## src/rtl/radio_serdes_pkg.sv

```systemverilog
package radio_serdes_pkg;

  typedef enum logic [1:0] {
    TX_IDLE  = 2'd0,
    TX_DELAY = 2'd1,
    TX_SYM   = 2'd2,
    TX_DATA  = 2'd3
  } tx_state_t;

  // Clocks from the aligning edge to the first bit sample (mid-bit).
  function automatic int unsigned mid_ticks(input int unsigned bit_ticks);
    return bit_ticks / 2;
  endfunction

  // Append one received bit to a shift value, most significant bit first.
  function automatic logic [7:0] shift_in(input logic [7:0] cur, input logic b);
    return {cur[6:0], b};
  endfunction

endpackage

```

## src/rtl/rx_edge_stamp.sv

```systemverilog
module rx_edge_stamp #(
  parameter int TS_W = 16
) (
  input  logic            clk,
  input  logic            rst_n,
  input  logic            radio_rx,
  output logic            rx_level,
  output logic            edge_seen,
  output logic [TS_W-1:0] ts_now
);
  logic meta_q, sync_q, prev_q;

  always_ff @(posedge clk) begin
    if (!rst_n) begin
      meta_q <= 1'b0;
      sync_q <= 1'b0;
      prev_q <= 1'b0;
      ts_now <= '0;
    end else begin
      meta_q <= radio_rx;
      sync_q <= meta_q;
      prev_q <= sync_q;
      ts_now <= ts_now + 1'b1;
    end
  end

  assign rx_level  = sync_q;
  assign edge_seen = sync_q ^ prev_q;

endmodule

```

## src/rtl/rx_bit_sampler.sv

```systemverilog
module rx_bit_sampler
  import radio_serdes_pkg::*;
#(
  parameter int BIT_TICKS = 80,
  parameter int TS_W      = 16
) (
  input  logic            clk,
  input  logic            rst_n,
  input  logic            rx_level,
  input  logic            edge_seen,
  input  logic [TS_W-1:0] ts_now,
  input  logic            rx_start,
  input  logic            rx_stop,
  input  logic            rx_ack,
  output logic [7:0]      rx_data,
  output logic            rx_ready,
  output logic            rx_overrun,
  output logic [TS_W-1:0] rx_edge_ts
);
  localparam int CW = $clog2(BIT_TICKS);
  localparam logic [CW-1:0] FIRST_WAIT = CW'(mid_ticks(BIT_TICKS) - 1);
  localparam logic [CW-1:0] PERIOD_M1  = CW'(BIT_TICKS - 1);

  logic          armed, active;
  logic [CW-1:0] wait_cnt;
  logic [2:0]    bit_idx;
  logic [7:0]    shreg;

  // Named internal events.
  logic       align_now, sample_now, byte_done;
  logic [7:0] packed_byte;

  assign align_now   = armed & edge_seen & ~rx_start & ~rx_stop;
  assign sample_now  = active & ~rx_start & ~rx_stop & (wait_cnt == '0);
  assign byte_done   = sample_now & (bit_idx == 3'd7);
  assign packed_byte = shift_in(shreg, rx_level);

  always_ff @(posedge clk) begin
    if (!rst_n) begin
      armed      <= 1'b0;
      active     <= 1'b0;
      wait_cnt   <= '0;
      bit_idx    <= '0;
      shreg      <= '0;
      rx_data    <= '0;
      rx_ready   <= 1'b0;
      rx_overrun <= 1'b0;
      rx_edge_ts <= '0;
    end else begin
      if (rx_start) begin
        armed      <= 1'b1;
        active     <= 1'b0;
        bit_idx    <= '0;
        rx_overrun <= 1'b0;
      end else if (rx_stop) begin
        armed  <= 1'b0;
        active <= 1'b0;
      end else if (align_now) begin
        rx_edge_ts <= ts_now;
        armed      <= 1'b0;
        active     <= 1'b1;
        wait_cnt   <= FIRST_WAIT;
        bit_idx    <= '0;
      end else if (active) begin
        if (sample_now) begin
          wait_cnt <= PERIOD_M1;
          shreg    <= packed_byte;
          bit_idx  <= bit_idx + 1'b1;
        end else begin
          wait_cnt <= wait_cnt - 1'b1;
        end
      end

      if (byte_done) begin
        rx_data  <= packed_byte;
        rx_ready <= 1'b1;
        if (rx_ready && !rx_ack) rx_overrun <= 1'b1;
      end else if (rx_ack) begin
        rx_ready <= 1'b0;
      end
    end
  end

  AST_ONE_MODE:  assert property (@(posedge clk) disable iff (!rst_n) $onehot0({armed, active}));
  AST_TS_HELD:   assert property (@(posedge clk) disable iff (!rst_n) !align_now |=> $stable(rx_edge_ts));
  AST_RDY_HOLD:  assert property (@(posedge clk) disable iff (!rst_n) rx_ready && !rx_ack |=> rx_ready);
  AST_RDY_DROP:  assert property (@(posedge clk) disable iff (!rst_n) rx_ack && !byte_done |=> !rx_ready);
  AST_OVR_CAUSE: assert property (@(posedge clk) disable iff (!rst_n)
                   $rose(rx_overrun) |-> $past(byte_done && rx_ready && !rx_ack));
  AST_STOP_QUIET: assert property (@(posedge clk) disable iff (!rst_n) rx_stop |=> !byte_done);

endmodule

```

## src/rtl/tx_bit_sender.sv

```systemverilog
module tx_bit_sender
  import radio_serdes_pkg::*;
#(
  parameter int BIT_TICKS = 80,
  parameter int SYM_W     = 8,
  parameter int DLY_W     = 8
) (
  input  logic             clk,
  input  logic             rst_n,
  input  logic             tx_go,
  input  logic [DLY_W-1:0] cfg_delay,
  input  logic [SYM_W-1:0] cfg_sym,
  input  logic [7:0]       tx_data,
  input  logic             tx_last,
  input  logic             tx_load,
  output logic             radio_tx,
  output logic             tx_empty,
  output logic             tx_busy,
  output logic             tx_underrun
);
  localparam int CW  = $clog2(BIT_TICKS);
  localparam int BCW = $clog2(SYM_W > 8 ? SYM_W : 8) + 1;
  localparam logic [CW-1:0]  PERIOD_M1 = CW'(BIT_TICKS - 1);
  localparam logic [BCW-1:0] SYM_LAST  = BCW'(SYM_W - 1);
  localparam logic [BCW-1:0] BYTE_LAST = BCW'(7);

  tx_state_t        state;
  logic [CW-1:0]    tick_cnt;
  logic [DLY_W-1:0] delay_left;
  logic [BCW-1:0]   bit_idx;
  logic [SYM_W-1:0] sym_sh;
  logic [7:0]       data_sh;
  logic             cur_last;
  logic [7:0]       hold;
  logic             hold_last, hold_full;

  // Named internal events.
  logic go_ok, bit_tick, take, fetch, finish;

  assign go_ok    = tx_go && (state == TX_IDLE);
  assign bit_tick = (state != TX_IDLE) && (tick_cnt == PERIOD_M1);
  assign take     = tx_load && !hold_full;
  assign fetch    = bit_tick && (((state == TX_SYM) && (bit_idx == SYM_LAST)) ||
                                 ((state == TX_DATA) && (bit_idx == BYTE_LAST) && !cur_last));
  assign finish   = bit_tick && (state == TX_DATA) && (bit_idx == BYTE_LAST) && cur_last;

  always_ff @(posedge clk) begin
    if (!rst_n) begin
      state       <= TX_IDLE;
      tick_cnt    <= '0;
      delay_left  <= '0;
      bit_idx     <= '0;
      sym_sh      <= '0;
      data_sh     <= '0;
      cur_last    <= 1'b0;
      tx_underrun <= 1'b0;
    end else if (go_ok) begin
      tx_underrun <= 1'b0;
      sym_sh      <= cfg_sym;
      delay_left  <= cfg_delay;
      tick_cnt    <= '0;
      bit_idx     <= '0;
      state       <= (cfg_delay == '0) ? TX_SYM : TX_DELAY;
    end else if (state != TX_IDLE) begin
      tick_cnt <= bit_tick ? '0 : tick_cnt + 1'b1;
      if (bit_tick) begin
        case (state)
          TX_DELAY: begin
            delay_left <= delay_left - 1'b1;
            if (delay_left == DLY_W'(1)) state <= TX_SYM;
          end
          TX_SYM: begin
            sym_sh <= sym_sh << 1;
            if (!fetch) bit_idx <= bit_idx + 1'b1;
          end
          TX_DATA: begin
            data_sh <= data_sh << 1;
            if (!fetch && !finish) bit_idx <= bit_idx + 1'b1;
          end
          default: ;
        endcase
      end
      if (fetch) begin
        if (hold_full) begin
          data_sh  <= hold;
          cur_last <= hold_last;
          bit_idx  <= '0;
          state    <= TX_DATA;
        end else begin
          tx_underrun <= 1'b1;
          state       <= TX_IDLE;
        end
      end
      if (finish) state <= TX_IDLE;
    end
  end

  always_ff @(posedge clk) begin
    if (!rst_n) begin
      hold      <= '0;
      hold_last <= 1'b0;
      hold_full <= 1'b0;
    end else begin
      if (fetch && hold_full) hold_full <= 1'b0;
      if (take) begin
        hold      <= tx_data;
        hold_last <= tx_last;
        hold_full <= 1'b1;
      end
    end
  end

  always_comb begin
    case (state)
      TX_SYM:  radio_tx = sym_sh[SYM_W-1];
      TX_DATA: radio_tx = data_sh[7];
      default: radio_tx = 1'b0;
    endcase
  end

  assign tx_empty = !hold_full;
  assign tx_busy  = (state != TX_IDLE);

  AST_TICK_GAP:    assert property (@(posedge clk) disable iff (!rst_n) bit_tick |=> !bit_tick);
  AST_LOAD_TAKEN:  assert property (@(posedge clk) disable iff (!rst_n) tx_load && tx_empty |=> !tx_empty);
  AST_FULL_IGNORE: assert property (@(posedge clk) disable iff (!rst_n) tx_load && !tx_empty |=> $stable(hold));
  AST_UND_CAUSE:   assert property (@(posedge clk) disable iff (!rst_n)
                     $rose(tx_underrun) |-> $past(fetch && tx_empty));
  AST_GO_BUSY:     assert property (@(posedge clk) disable iff (!rst_n)
                     tx_go && tx_busy && !bit_tick |=> tx_busy && $stable(delay_left) && $stable(sym_sh));

endmodule

```

## src/rtl/radio_bit_serdes.sv

```systemverilog
module radio_bit_serdes #(
  parameter int BIT_TICKS = 80,
  parameter int TS_W      = 16,
  parameter int SYM_W     = 8,
  parameter int DLY_W     = 8
) (
  input  logic             clk,
  input  logic             rst_n,
  input  logic             radio_rx,
  input  logic             rx_start,
  input  logic             rx_stop,
  input  logic             rx_ack,
  output logic [7:0]       rx_data,
  output logic             rx_ready,
  output logic             rx_overrun,
  output logic [TS_W-1:0]  rx_edge_ts,
  output logic             radio_tx,
  input  logic             tx_go,
  input  logic [DLY_W-1:0] cfg_delay,
  input  logic [SYM_W-1:0] cfg_sym,
  input  logic [7:0]       tx_data,
  input  logic             tx_last,
  input  logic             tx_load,
  output logic             tx_empty,
  output logic             tx_busy,
  output logic             tx_underrun
);
  logic            rx_level, edge_seen;
  logic [TS_W-1:0] ts_now;

  rx_edge_stamp #(.TS_W(TS_W)) u_stamp (
    .clk(clk), .rst_n(rst_n), .radio_rx(radio_rx),
    .rx_level(rx_level), .edge_seen(edge_seen), .ts_now(ts_now)
  );

  rx_bit_sampler #(.BIT_TICKS(BIT_TICKS), .TS_W(TS_W)) u_rx (
    .clk(clk), .rst_n(rst_n), .rx_level(rx_level), .edge_seen(edge_seen),
    .ts_now(ts_now), .rx_start(rx_start), .rx_stop(rx_stop), .rx_ack(rx_ack),
    .rx_data(rx_data), .rx_ready(rx_ready), .rx_overrun(rx_overrun),
    .rx_edge_ts(rx_edge_ts)
  );

  tx_bit_sender #(.BIT_TICKS(BIT_TICKS), .SYM_W(SYM_W), .DLY_W(DLY_W)) u_tx (
    .clk(clk), .rst_n(rst_n), .tx_go(tx_go), .cfg_delay(cfg_delay),
    .cfg_sym(cfg_sym), .tx_data(tx_data), .tx_last(tx_last), .tx_load(tx_load),
    .radio_tx(radio_tx), .tx_empty(tx_empty), .tx_busy(tx_busy),
    .tx_underrun(tx_underrun)
  );

endmodule

```

## config.mk

```make
export PLATFORM = sky130hd
export DESIGN_NAME = radio_bit_serdes
export DESIGN_NICKNAME = d
export VERILOG_FILES = /design/src/rtl/radio_serdes_pkg.sv /design/src/rtl/rx_edge_stamp.sv /design/src/rtl/rx_bit_sampler.sv /design/src/rtl/tx_bit_sender.sv /design/src/rtl/radio_bit_serdes.sv
export SDC_FILE = /design/constraint.sdc
export NUM_CORES = 1
export LEC_CHECK = 0
export ABC_AREA = 1
export BUFFER_PORTS_ARGS = -buffer_cell sky130_fd_sc_hd__buf_2
export CORE_ASPECT_RATIO = 0.75
export CORE_MARGIN = 10
export CORE_UTILIZATION = 53
export DETAILED_ROUTE_END_ITERATION = 16
export GPL_TIMING_DRIVEN = 0
export PLACE_DENSITY = 0.71
export SLEW_MARGIN = 20
export SYNTH_ARGS = -nofsm -noshare
export SYNTH_HDL_FRONTEND = slang
export SYNTH_SLANG_ARGS = --single-unit
```

## constraint.sdc

```tcl
create_clock -name clk -period 3.5 [get_ports clk]
set_clock_uncertainty 0.05 [all_clocks]
set_input_delay 0.35 -clock clk [delete_from_list [all_inputs] [get_ports clk]]
set_output_delay 0.35 -clock clk [all_outputs]
set_load 0.05 [all_outputs]
```

==> metrics.md <==
| Metric | Value |
|---|---|
| Crit-path leading delay family | buffers and inverters |
| Clk slew on worst S/H paths | 0.05 ns |
| Max incr delay on CP | 0.40 ns |
| Syn_area_per_cell | roughly 7.5 sq um |
| Maximum vdd drop | 0.358 mV |
| Number of global-route vias before repair | ~4200 |
| N_diodes | 0 |
| Die area | 0.0135 sq mm |
| Post-synthesis cell count | 647 |
| Fin. max-slew vios | 0 |
| Worst hold path type | in2reg |
| Largest area contributor in the netlist | dfxtp_1 |
| Via count | 4537 |
| CP startpoint kind | register |
| Core Region | 0.00901 sq mm |
| WP buf/inv | 3 |
| Post-layout util | 64.6% |
| Fmax | approximately 480 MHz |
| Worst-margin pin slew | 0.661 ns |
| Final setup margin | 1.41 ns |
| Die Y | 103 um |
| Clock Latency Late Sink | 0.41 ns |
| Number of library cell types mapped by synthesis | 41 |
| IO buf count | 61 |
| Pleak | 2.48 nW |
| Worst setup EP type | output pin |
| Max_cap viols | 0 |
| # hold bufs at CTS | 0 |
| CP Cell Sequence | clkbuf_2, nor2_2, inv_1, buf_2 |
| #FFs+latches synth | 113 |
| Final setup vio count | 0 |
| Tcrit/Tclk final | 59.7% |
| RSZ-0062 raised after global routing | false |
| # DRC | 0 |
| Starting Density | 54.1% |
| Die X | 131 um |
| Root Buffer | clkbuf_16 |
| Clk sinks | 113 |
| Pin count of the biggest net entering global routing | 17 |
| Synth top area share | a little under half |
| Mapped Area | 0.00487 sq mm |
| Placed Area | 0.00532 sq mm |
| Post-cts gate resize count | 0 |
| TNS Setup | 0 ns |
| CTS Buf Count | 17 |
| Post-DP HPWL | 8570 um |
| Area growth syn-to-layout | 19.6% |
| Final design instance area without fill | 0.00582 sq mm |
| FP Rows | 30 |
| DRT Pass-1 Iters | 5 |
| Nets | 768 |
| First-pass GRT wire length | 19300 um |
| Iter 0 DRT Violations | 383 |
| DR WL/cell | 13.9 um |
| Status | complete, no violations |
| CTS max path bufs | 2 |
| I/O pin count | 63 |
| PD cells | 533 mW/mm^2 |
| Share of the yosys chip area belonging to registers | 46.5% |
| Max-slew headroom | 55.9% |
| Via density | 5.34 |
| Hold Slack | 0.108 ns |
| TritonCTS clock tree | built |
| Hold Violations, Final | 0 |
| Post-CTS Setup Bufs | 0 |
| # H-tree levels | 4 |
| Worst Path Arrival | 1.69 ns |
| ANT nets after route | 0 |
| Global route total overflow | 0 |
| Crit path max fanout | 10 |
| CP required | 3.10 ns |
| Share of cells above drive strength 1 | 15.3% |
| Tmin final | 2.09 ns |
| Antenna violations before repair | 0 |
| Worst slack, placed | 1.50 ns |
| Total GRT Usage | 18.0% |
| Top cells by area, synth | dfxtp_1 (46%), nand2_1 (9.6%), nor2_1 (6.3%), a21oi_1 (5.7%), inv_1 (5.1%) |
| GPL Wtd Cong | roughly 0.84 |
| Total Routed Length | 11800 um |
| Critical path class | reg2out |
| Warnings, synthesis | 0 |
| CP max-delay cell | nor2_2 |
| Synthesized Nets | 688 |
final cells by class:
cell class,count,area (sq um)
fill,827,3190
sequential,113,2260
multi-input combinational,441,2230
clock buffer,21,440
timing repair buffer,61,305
inverter,72,270
tap,112,140
buffer,21,108
clock inverter,8,67.6
through the flow:
step | cells | power (mW)
CTS | 849 | 3.13
detailed placement | 820 | 1.62
floorplan | 647 | 1.54
finish | 849 | 3.10
global route | 849 | 3.22
global placement | 820 | 1.61
sequential cells by signal (all words and copies together) (netlist names), 2 cells and up:
register,flops
u_tx.sym_sh,8
u_tx.delay_left,8
u_rx.bit_idx,3
u_rx.rx_data,8
u_rx.rx_edge_ts,16
u_tx.state,2
u_rx.wait_cnt,7
u_tx.tick_cnt,7
u_tx.hold,8
u_tx.bit_idx,4
u_tx.data_sh,8
u_rx.shreg,7
u_stamp.ts_now,16
cells in the mapped netlist, drive strengths merged:
| cell type | n |
|---|---|
| nand4 | 6 |
| nor4 | 15 |
| xnor2 | 5 |
| nand2 | 128 |
| a21oi | 56 |
| a22o | 1 |
| dfxtp | 113 |
| clkinv | 2 |
| nor3 | 28 |
| a211oi | 4 |
| xor2 | 8 |
| nor2 | 87 |
| nand3 | 31 |
| clkbuf | 11 |
| buf | 10 |
| o31ai | 1 |
| a2bb2oi | 1 |
| o21a | 1 |
| a31oi | 6 |
| a311oi | 6 |
| inv | 70 |
| o21ai | 44 |
| ha | 8 |
| o22ai | 1 |
| o211ai | 4 |
layer usage:
layer  wire, um  share of wire, %  global-route usage, %  up-vias
met5          0                 0                      0        -
met2       5120                43                   27.6      124
met3        858               7.3                   6.32       13
li1           -                 -                      -     2308
met4         85              0.72                   5.46        0
met1       5720                49                   23.2     2092
worst paths after layout:
kind               startpoint          endpoint  slack (ns)  depth (start not counted)
max             u_tx.state[1]           tx_busy        1.41                          4
min                  radio_rx    u_stamp.meta_q        0.11                          3
max reg2reg  u_tx.tick_cnt[1]    u_tx.sym_sh[5]        1.47                          8
min reg2reg    u_stamp.meta_q  u_stamp.rx_level        0.39                          2
layout by cell type, fill, tap and decap left out, types with 2 or more instances in the layout:
master	synthesis	final
nand2_1	125	125
dfxtp_1	113	113
nor2_1	82	82
inv_1	66	66
buf_2	4	65
a21oi_1	55	55
o21ai_0	40	40
nand3_1	29	29
nor3_1	26	26
clkbuf_16	0	17
nor4_1	15	15
clkbuf_1	10	14
xor2_1	8	8
ha_1	8	8
nand4_1	6	6
a31oi_1	6	6
a311oi_1	6	6
clkinv_2	0	6
xnor2_1	5	5
inv_2	4	4
o211ai_1	4	4
a211oi_1	4	4
nand2_2	3	3
o21ai_1	3	3
nor2_2	2	2
nor2_4	2	2
buf_1	2	2
clkinv_1	2	2
buf_4	2	2
buf_6	2	2
worst min-delay path: cells and delay by family:
family        cells  cell delay [ns]
simple gates      1             0.05
buf+inv           2             0.13
report_power, final:
group | total, mW | internal [mW] | switching (mW) | leakage, nW
Sequential | 1.35 | 1.33 | 0.0269 | 0.917
Combinational | 0.243 | 0.0803 | 0.162 | 1.31
Clock | 1.51 | 0.951 | 0.555 | 0.252
Total | 3.10 | 2.36 | 0.745 | 2.48
kinds of logic (layout without fill, tap and decap cells):
logic type	Yosys count	after routing	share of synthesized area (%)
and+or+nand+nor	295	295	26.9
xor gates and xnor gates	13	13	2.34
buffers and inverters	93	183	7.76
DFF	113	113	46.5
AOI/OAI and AO/OA	125	125	14.5
adders and majority gates	8	8	2.06
(Power assumes the default switching activity.)
